## src/rtl/ca_pkg.sv

```systemverilog
package ca_pkg;

    typedef enum logic [1:0] {
        OWN_NONE  = 2'd0,
        OWN_LEFT  = 2'd1,
        OWN_RIGHT = 2'd2
    } owner_e;

    typedef struct packed {
        owner_e owner;
        logic   armed;
    } core_state_t;

endpackage

```

## src/rtl/ca_arrival.sv

```systemverilog
module ca_arrival #(
    parameter int ADDR_W = 11
) (
    input  logic              clk,
    input  logic              rst_n,
    input  logic              en,
    input  logic [ADDR_W-1:0] addr,
    output logic              fresh
);

    typedef struct packed {
        logic              valid;
        logic [ADDR_W-1:0] addr;
    } req_t;

    req_t req_d, req_q;

    always_comb begin
        req_d.valid = en;
        req_d.addr  = addr;
        fresh = en && (!req_q.valid || (req_q.addr != addr));
    end

    always_ff @(posedge clk) begin
        if (!rst_n) begin
            req_q <= '0;
        end else begin
            req_q <= req_d;
        end
    end

    // a present request that is not new matches the previous cycle's request
    assert_old_request_held_R8: assert property (@(posedge clk) disable iff (!rst_n)
        (en && !fresh) |-> (req_q.valid && req_q.addr == addr));

endmodule

```

## src/rtl/ca_core.sv

```systemverilog
module ca_core
    import ca_pkg::*;
#(
    parameter int ADDR_W      = 11,
    parameter bit TIE_TO_LEFT = 1'b1
) (
    input  logic              clk,
    input  logic              rst_n,
    input  logic              l_en,
    input  logic [ADDR_W-1:0] l_addr,
    input  logic              l_fresh,
    input  logic              r_en,
    input  logic [ADDR_W-1:0] r_addr,
    input  logic              r_fresh,
    output logic              l_busy,
    output logic              r_busy
);

    owner_e      tie_pick;
    core_state_t st_d, st_q;
    logic        collide;

    generate
        if (TIE_TO_LEFT) begin : g_tie_left
            assign tie_pick = OWN_LEFT;
        end else begin : g_tie_right
            assign tie_pick = OWN_RIGHT;
        end
    endgenerate

    always_comb begin
        collide = l_en && r_en && (l_addr == r_addr);
        st_d.armed = 1'b1;
        if (!collide) begin
            st_d.owner = OWN_NONE;
        end else if (st_q.owner != OWN_NONE) begin
            st_d.owner = st_q.owner;
        end else if (l_fresh && !r_fresh) begin
            st_d.owner = OWN_RIGHT;
        end else if (r_fresh && !l_fresh) begin
            st_d.owner = OWN_LEFT;
        end else begin
            st_d.owner = tie_pick;
        end
        l_busy = collide && (st_d.owner == OWN_RIGHT);
        r_busy = collide && (st_d.owner == OWN_LEFT);
    end

    always_ff @(posedge clk) begin
        if (!rst_n) begin
            st_q.owner <= OWN_NONE;
            st_q.armed <= 1'b0;
        end else begin
            st_q <= st_d;
        end
    end

    assert_never_both_busy_R5: assert property (@(posedge clk) disable iff (!rst_n)
        !(l_busy && r_busy));

    assert_no_busy_without_match_R1: assert property (@(posedge clk) disable iff (!rst_n)
        (l_addr != r_addr) |-> (!l_busy && !r_busy));

    assert_no_busy_when_disabled_R2: assert property (@(posedge clk) disable iff (!rst_n)
        (!l_en || !r_en) |-> (!l_busy && !r_busy));

    assert_later_left_flagged_R3: assert property (@(posedge clk) disable iff (!rst_n)
        (l_en && r_en && l_addr == r_addr && st_q.owner == OWN_NONE && l_fresh && !r_fresh)
        |-> (l_busy && !r_busy));

    assert_tie_rule_R4: assert property (@(posedge clk) disable iff (!rst_n)
        (TIE_TO_LEFT && l_en && r_en && l_addr == r_addr && st_q.owner == OWN_NONE
         && l_fresh && r_fresh) |-> (r_busy && !l_busy));

    assert_flag_persists_R7: assert property (@(posedge clk) disable iff (!rst_n)
        (st_q.armed && l_en && r_en && l_addr == r_addr && $past(l_en && r_en && l_addr == r_addr))
        |-> (l_busy == $past(l_busy) && r_busy == $past(r_busy)));

endmodule

```

## src/rtl/collision_arbiter.sv

```systemverilog
module collision_arbiter #(
    parameter int ADDR_W      = 11,
    parameter bit TIE_TO_LEFT = 1'b1
) (
    input  logic              clk,
    input  logic              rst_n,
    input  logic              lft_en,
    input  logic [ADDR_W-1:0] lft_addr,
    input  logic              lft_we,
    input  logic              rgt_en,
    input  logic [ADDR_W-1:0] rgt_addr,
    input  logic              rgt_we,
    output logic              lft_busy_n,
    output logic              rgt_busy_n,
    output logic              lft_inhibit,
    output logic              rgt_inhibit,
    output logic              lft_we_gated,
    output logic              rgt_we_gated
);

    localparam int NPORT = 2;

    logic              en_a    [NPORT];
    logic [ADDR_W-1:0] addr_a  [NPORT];
    logic              we_a    [NPORT];
    logic              fresh_a [NPORT];
    logic              busy_a  [NPORT];
    logic              gated_a [NPORT];

    assign en_a[0]   = lft_en;
    assign en_a[1]   = rgt_en;
    assign addr_a[0] = lft_addr;
    assign addr_a[1] = rgt_addr;
    assign we_a[0]   = lft_we;
    assign we_a[1]   = rgt_we;

    generate
        for (genvar p = 0; p < NPORT; p++) begin : g_port
            ca_arrival #(.ADDR_W(ADDR_W)) u_arrival (
                .clk   (clk),
                .rst_n (rst_n),
                .en    (en_a[p]),
                .addr  (addr_a[p]),
                .fresh (fresh_a[p])
            );
            assign gated_a[p] = we_a[p] && !busy_a[p];
        end
    endgenerate

    ca_core #(.ADDR_W(ADDR_W), .TIE_TO_LEFT(TIE_TO_LEFT)) u_core (
        .clk     (clk),
        .rst_n   (rst_n),
        .l_en    (en_a[0]),
        .l_addr  (addr_a[0]),
        .l_fresh (fresh_a[0]),
        .r_en    (en_a[1]),
        .r_addr  (addr_a[1]),
        .r_fresh (fresh_a[1]),
        .l_busy  (busy_a[0]),
        .r_busy  (busy_a[1])
    );

    assign lft_busy_n   = !busy_a[0];
    assign rgt_busy_n   = !busy_a[1];
    assign lft_inhibit  = busy_a[0];
    assign rgt_inhibit  = busy_a[1];
    assign lft_we_gated = gated_a[0];
    assign rgt_we_gated = gated_a[1];

    // a port flagged busy never passes a write on to the memory
    assert_busy_blocks_write_R6: assert property (@(posedge clk) disable iff (!rst_n)
        !lft_busy_n |-> !lft_we_gated);
    assert_busy_blocks_write_right_R6: assert property (@(posedge clk) disable iff (!rst_n)
        !rgt_busy_n |-> !rgt_we_gated);

endmodule

```

## config.mk

```make
export PLATFORM = sky130hd
export DESIGN_NAME = collision_arbiter
export DESIGN_NICKNAME = d
export VERILOG_FILES = /design/src/rtl/ca_pkg.sv /design/src/rtl/ca_arrival.sv /design/src/rtl/ca_core.sv /design/src/rtl/collision_arbiter.sv
export SDC_FILE = /design/constraint.sdc
export NUM_CORES = 1
export LEC_CHECK = 0
export ABC_AREA = 1
export BUFFER_PORTS_ARGS = -buffer_cell sky130_fd_sc_hd__buf_4
export CAP_MARGIN = 15
export CORE_ASPECT_RATIO = 1.75
export CORE_UTILIZATION = 55
export CTS_CLUSTER_DIAMETER = 200
export DETAILED_ROUTE_END_ITERATION = 10
export GPL_ROUTABILITY_DRIVEN = 0
export PLACE_DENSITY = 0.82
export SLEW_MARGIN = 20
export SYNTH_ARGS = -nofsm -noshare
export SYNTH_HDL_FRONTEND = slang
export SYNTH_SLANG_ARGS = --single-unit
```

## constraint.sdc

```tcl
create_clock -name clk -period 2.6 [get_ports clk]
set_clock_uncertainty 0.15 [all_clocks]
set_input_delay 0.13 -clock clk [delete_from_list [all_inputs] [get_ports clk]]
set_output_delay 0.13 -clock clk [all_outputs]
set_load 0.01 [all_outputs]
```

==> reports/qor.txt <==
Outcome -> finished, final reports clean
Synth Instances -> 216
Slowest CP cell -> dlygate4sd3_1
Final Instance Area -> 1930 sq um
RSZ-0062 raised after global routing -> false
ANT nets after route -> 0
# resized after CTS -> 0
Slew @ Worst Pin -> 260 ps
TritonCTS Buffers -> 3
Detailed placement HPWL -> 2290 um
First drt pass iteration count -> 4
Power per cell area -> 431 nW/um^2
Crit path kind -> in2out
ANT cells -> 0
YS warnings -> 0
Initial antenna violation count -> 0
Crit path from -> rgt_addr[4]
Synth Area per Inst -> 6.38 sq um
Die width -> 39.8 um
Overflow after GRT -> 0
Seq pwr share -> 51.4%
Switching share of power -> 26.3%
Core ar. -> 2330 sq um
CTS Buffer Depth -> 2
Max cap viols -> 0
# setup viols final -> 0
Top Ports -> 34
Worst setup EP type -> primary output
Clk sinks -> 26
Die area -> 2720 sq um
Slowest cell delay on critical path -> 540 ps
Fin. Hold Viols -> 0
Nets -> 303
Net Count, Synth -> 244
R2R Path Start -> g_port[1].u_arrival.req_q[4]
Largest net degree at the start of global routing -> 26
Number of synthesized register bits -> 26
Avg WL per Cell -> 11.4 um
Post-CTS Setup Bufs -> 0
Final wirelength -> 3400 um
CTS HTree Levels -> 1
Critical-path maximum fanout -> 4
Crit share post-route -> 81.1%
Worst Hold Class -> in2reg
Post-synthesis sequential area ratio -> 37.8%
Commonest non-fill, non-tap cell in the layout -> nand2_1
Comb power frac -> 21.4%
Vias per inst -> 4.76
Clk root buf -> clkbuf_8
Final Max Slew Viols -> 0
Final Util -> 82.7%
Layout cells sized above 1 -> 20.9%
Worst-Skew Late Latency -> 270 ps
Int Pwr -> 0.613 mW
Die height -> 68.2 um
Num rows -> 23
Slew HR -> 82.7%
PortBufs -> 33
Fmax achieved -> 474 MHz
WP data required -> 2320 ps
Area delta synth->final -> 39.9%
Net Sw Power -> 0.219 mW
Setup TNS -> 0 ps
Drc violations -> 0
Placed cell area -> 1650 sq um
Starting Density -> 59.1%
First-pass GRT wire length -> 5080 um
Lkg Pwr -> 1.11 nW
Yosys top cell area share -> 37.8%
Power share of the clock group -> 27.2%
WP data arrival -> 1830 ps
R2r endpoint -> u_core.st_q[1]
Ranking of synthesized cells by area -> dfxtp_1 (38%), nand2_1 (21%), inv_1 (14%)
Crit path cell chain -> dlygate4sd3_1 > buf_4 > xnor2_1 > nand2_1 > nor2_1 > nand3_1 > nand2_2 > nand2_2 > o211ai_2 > nand2_1 > inv_1 > buf_4
CTS tree -> done
Reg2Reg Setup Slack -> 1180 ps
Most frequent cells in the layout -> nand2_1 (76), inv_1 (51), buf_4 (33)
Tmin final -> 2110 ps
Worst Setup EP -> rgt_we_gated
Global router's overall resource usage -> 27.6%
Cell taking the most area after synthesis -> dfxtp_1
DR vias -> 1417
DRT iter0 DRCs -> 30
Post-Syn Area -> 1380 sq um
R2r worst-path depth -> 10
Reg clk slew, reported paths -> 80 ps
Peak supply drop -> 0.000419 V
Startpoint Class -> primary input
Vias in the first global route -> 1240
Distinct cells, synth -> 26
-- registers in the layout, indices dropped and copies added (netlist names) --
signal,flops
g_port.u_arrival.req_q,24
u_core.st_q,2
-- worst min path at each step --
stage                              endpoint  slack (ps)  cells past startpoint        start
5_1_grt        g_port[0].u_arrival.req_q[2]          80                      3        rst_n
3_3_place_gp   g_port[1].u_arrival.req_q[1]         170                      3  rgt_addr[1]
6_report       g_port[1].u_arrival.req_q[1]          70                      3        rst_n
4_1_cts        g_port[1].u_arrival.req_q[1]          70                      3        rst_n
2_1_floorplan  g_port[0].u_arrival.req_q[0]          70                      2  lft_addr[0]
3_5_place_dp   g_port[1].u_arrival.req_q[0]         180                      3  rgt_addr[0]
-- synthesized netlist by cell type, drive strengths merged --
master    n
clkinv    1
o211ai    2
o2111ai   1
nor3      2
o221ai    1
nand3     4
nand4     5
inv      59
nand2    79
a21oi     1
o22ai     2
or2       2
nor2     19
clkbuf    3
xnor2     7
dfxtp    26
xor2      2
-- power groups by stage --
| stage | Combinational, mW | Sequential [mW] | Clock (mW) |
|---|---|---|---|
| detailed placement | 0.145 | 0.436 | 0 |
| floorplan | 0.0808 | 0.434 | 0 |
| global placement | 0.142 | 0.435 | 0 |
| finish | 0.178 | 0.427 | 0.226 |
| global route | 0.196 | 0.429 | 0.241 |
| CTS | 0.175 | 0.427 | 0.227 |
-- cells by family after synthesis --
logic type             share of synthesized area (%)
AND/OR/NAND/NOR                                 35.1
buffers and inverters                           17.2
flip-flops                                      37.8
XOR/XNOR                                        5.72
AO/OA/AOI/OAI                                   4.27
-- per-stage QoR --
| step | total power, mW | instances | hold WS [ps] | setup slack (ps) |
|---|---|---|---|---|
| floorplan | 0.515 | 216 | 73.5 | 1110 |
| global placement | 0.577 | 271 | 175 | 1030 |
| detailed placement | 0.581 | 271 | 182 | 990 |
| CTS | 0.829 | 298 | 70.9 | 483 |
| global route | 0.866 | 298 | 82.3 | 354 |
| finish | 0.831 | 298 | 66.1 | 491 |
-- final cells by class --
class / count / area, sq um
inverter: 60 / 225
fill: 175 / 404
timing repair buffer: 57 / 488
multi-input combinational: 127 / 621
sequential: 26 / 520
clock buffer: 3 / 41.3
tap: 25 / 31.3
-- worst max-delay path: cells and delay by family --
family          cells  cell delay (ps)
buf+inv             4              850
simple gates        6              510
compound gates      1              180
xor+xnor            1              150
-- metal layers --
metal / part of all wire [%] / wire [um] / vias up / GRT usage (%)
met4: 3.1 / 105 / 0 / 13.4
met2: 57 / 1920 / 34 / 52.5
li1: - / - / 732 / -
met1: 38 / 1290 / 642 / 26.8
met3: 2.5 / 84 / 9 / 3.90
met5: 0 / 0 / - / 0
-- what timing repair did --
item	4_1_cts	5_1_grt
hold endpoints to repair	24	0
setup endpoints to repair	0	0
hold buffers	24	0
No activity file was read; power rests on OpenSTA's default activity.
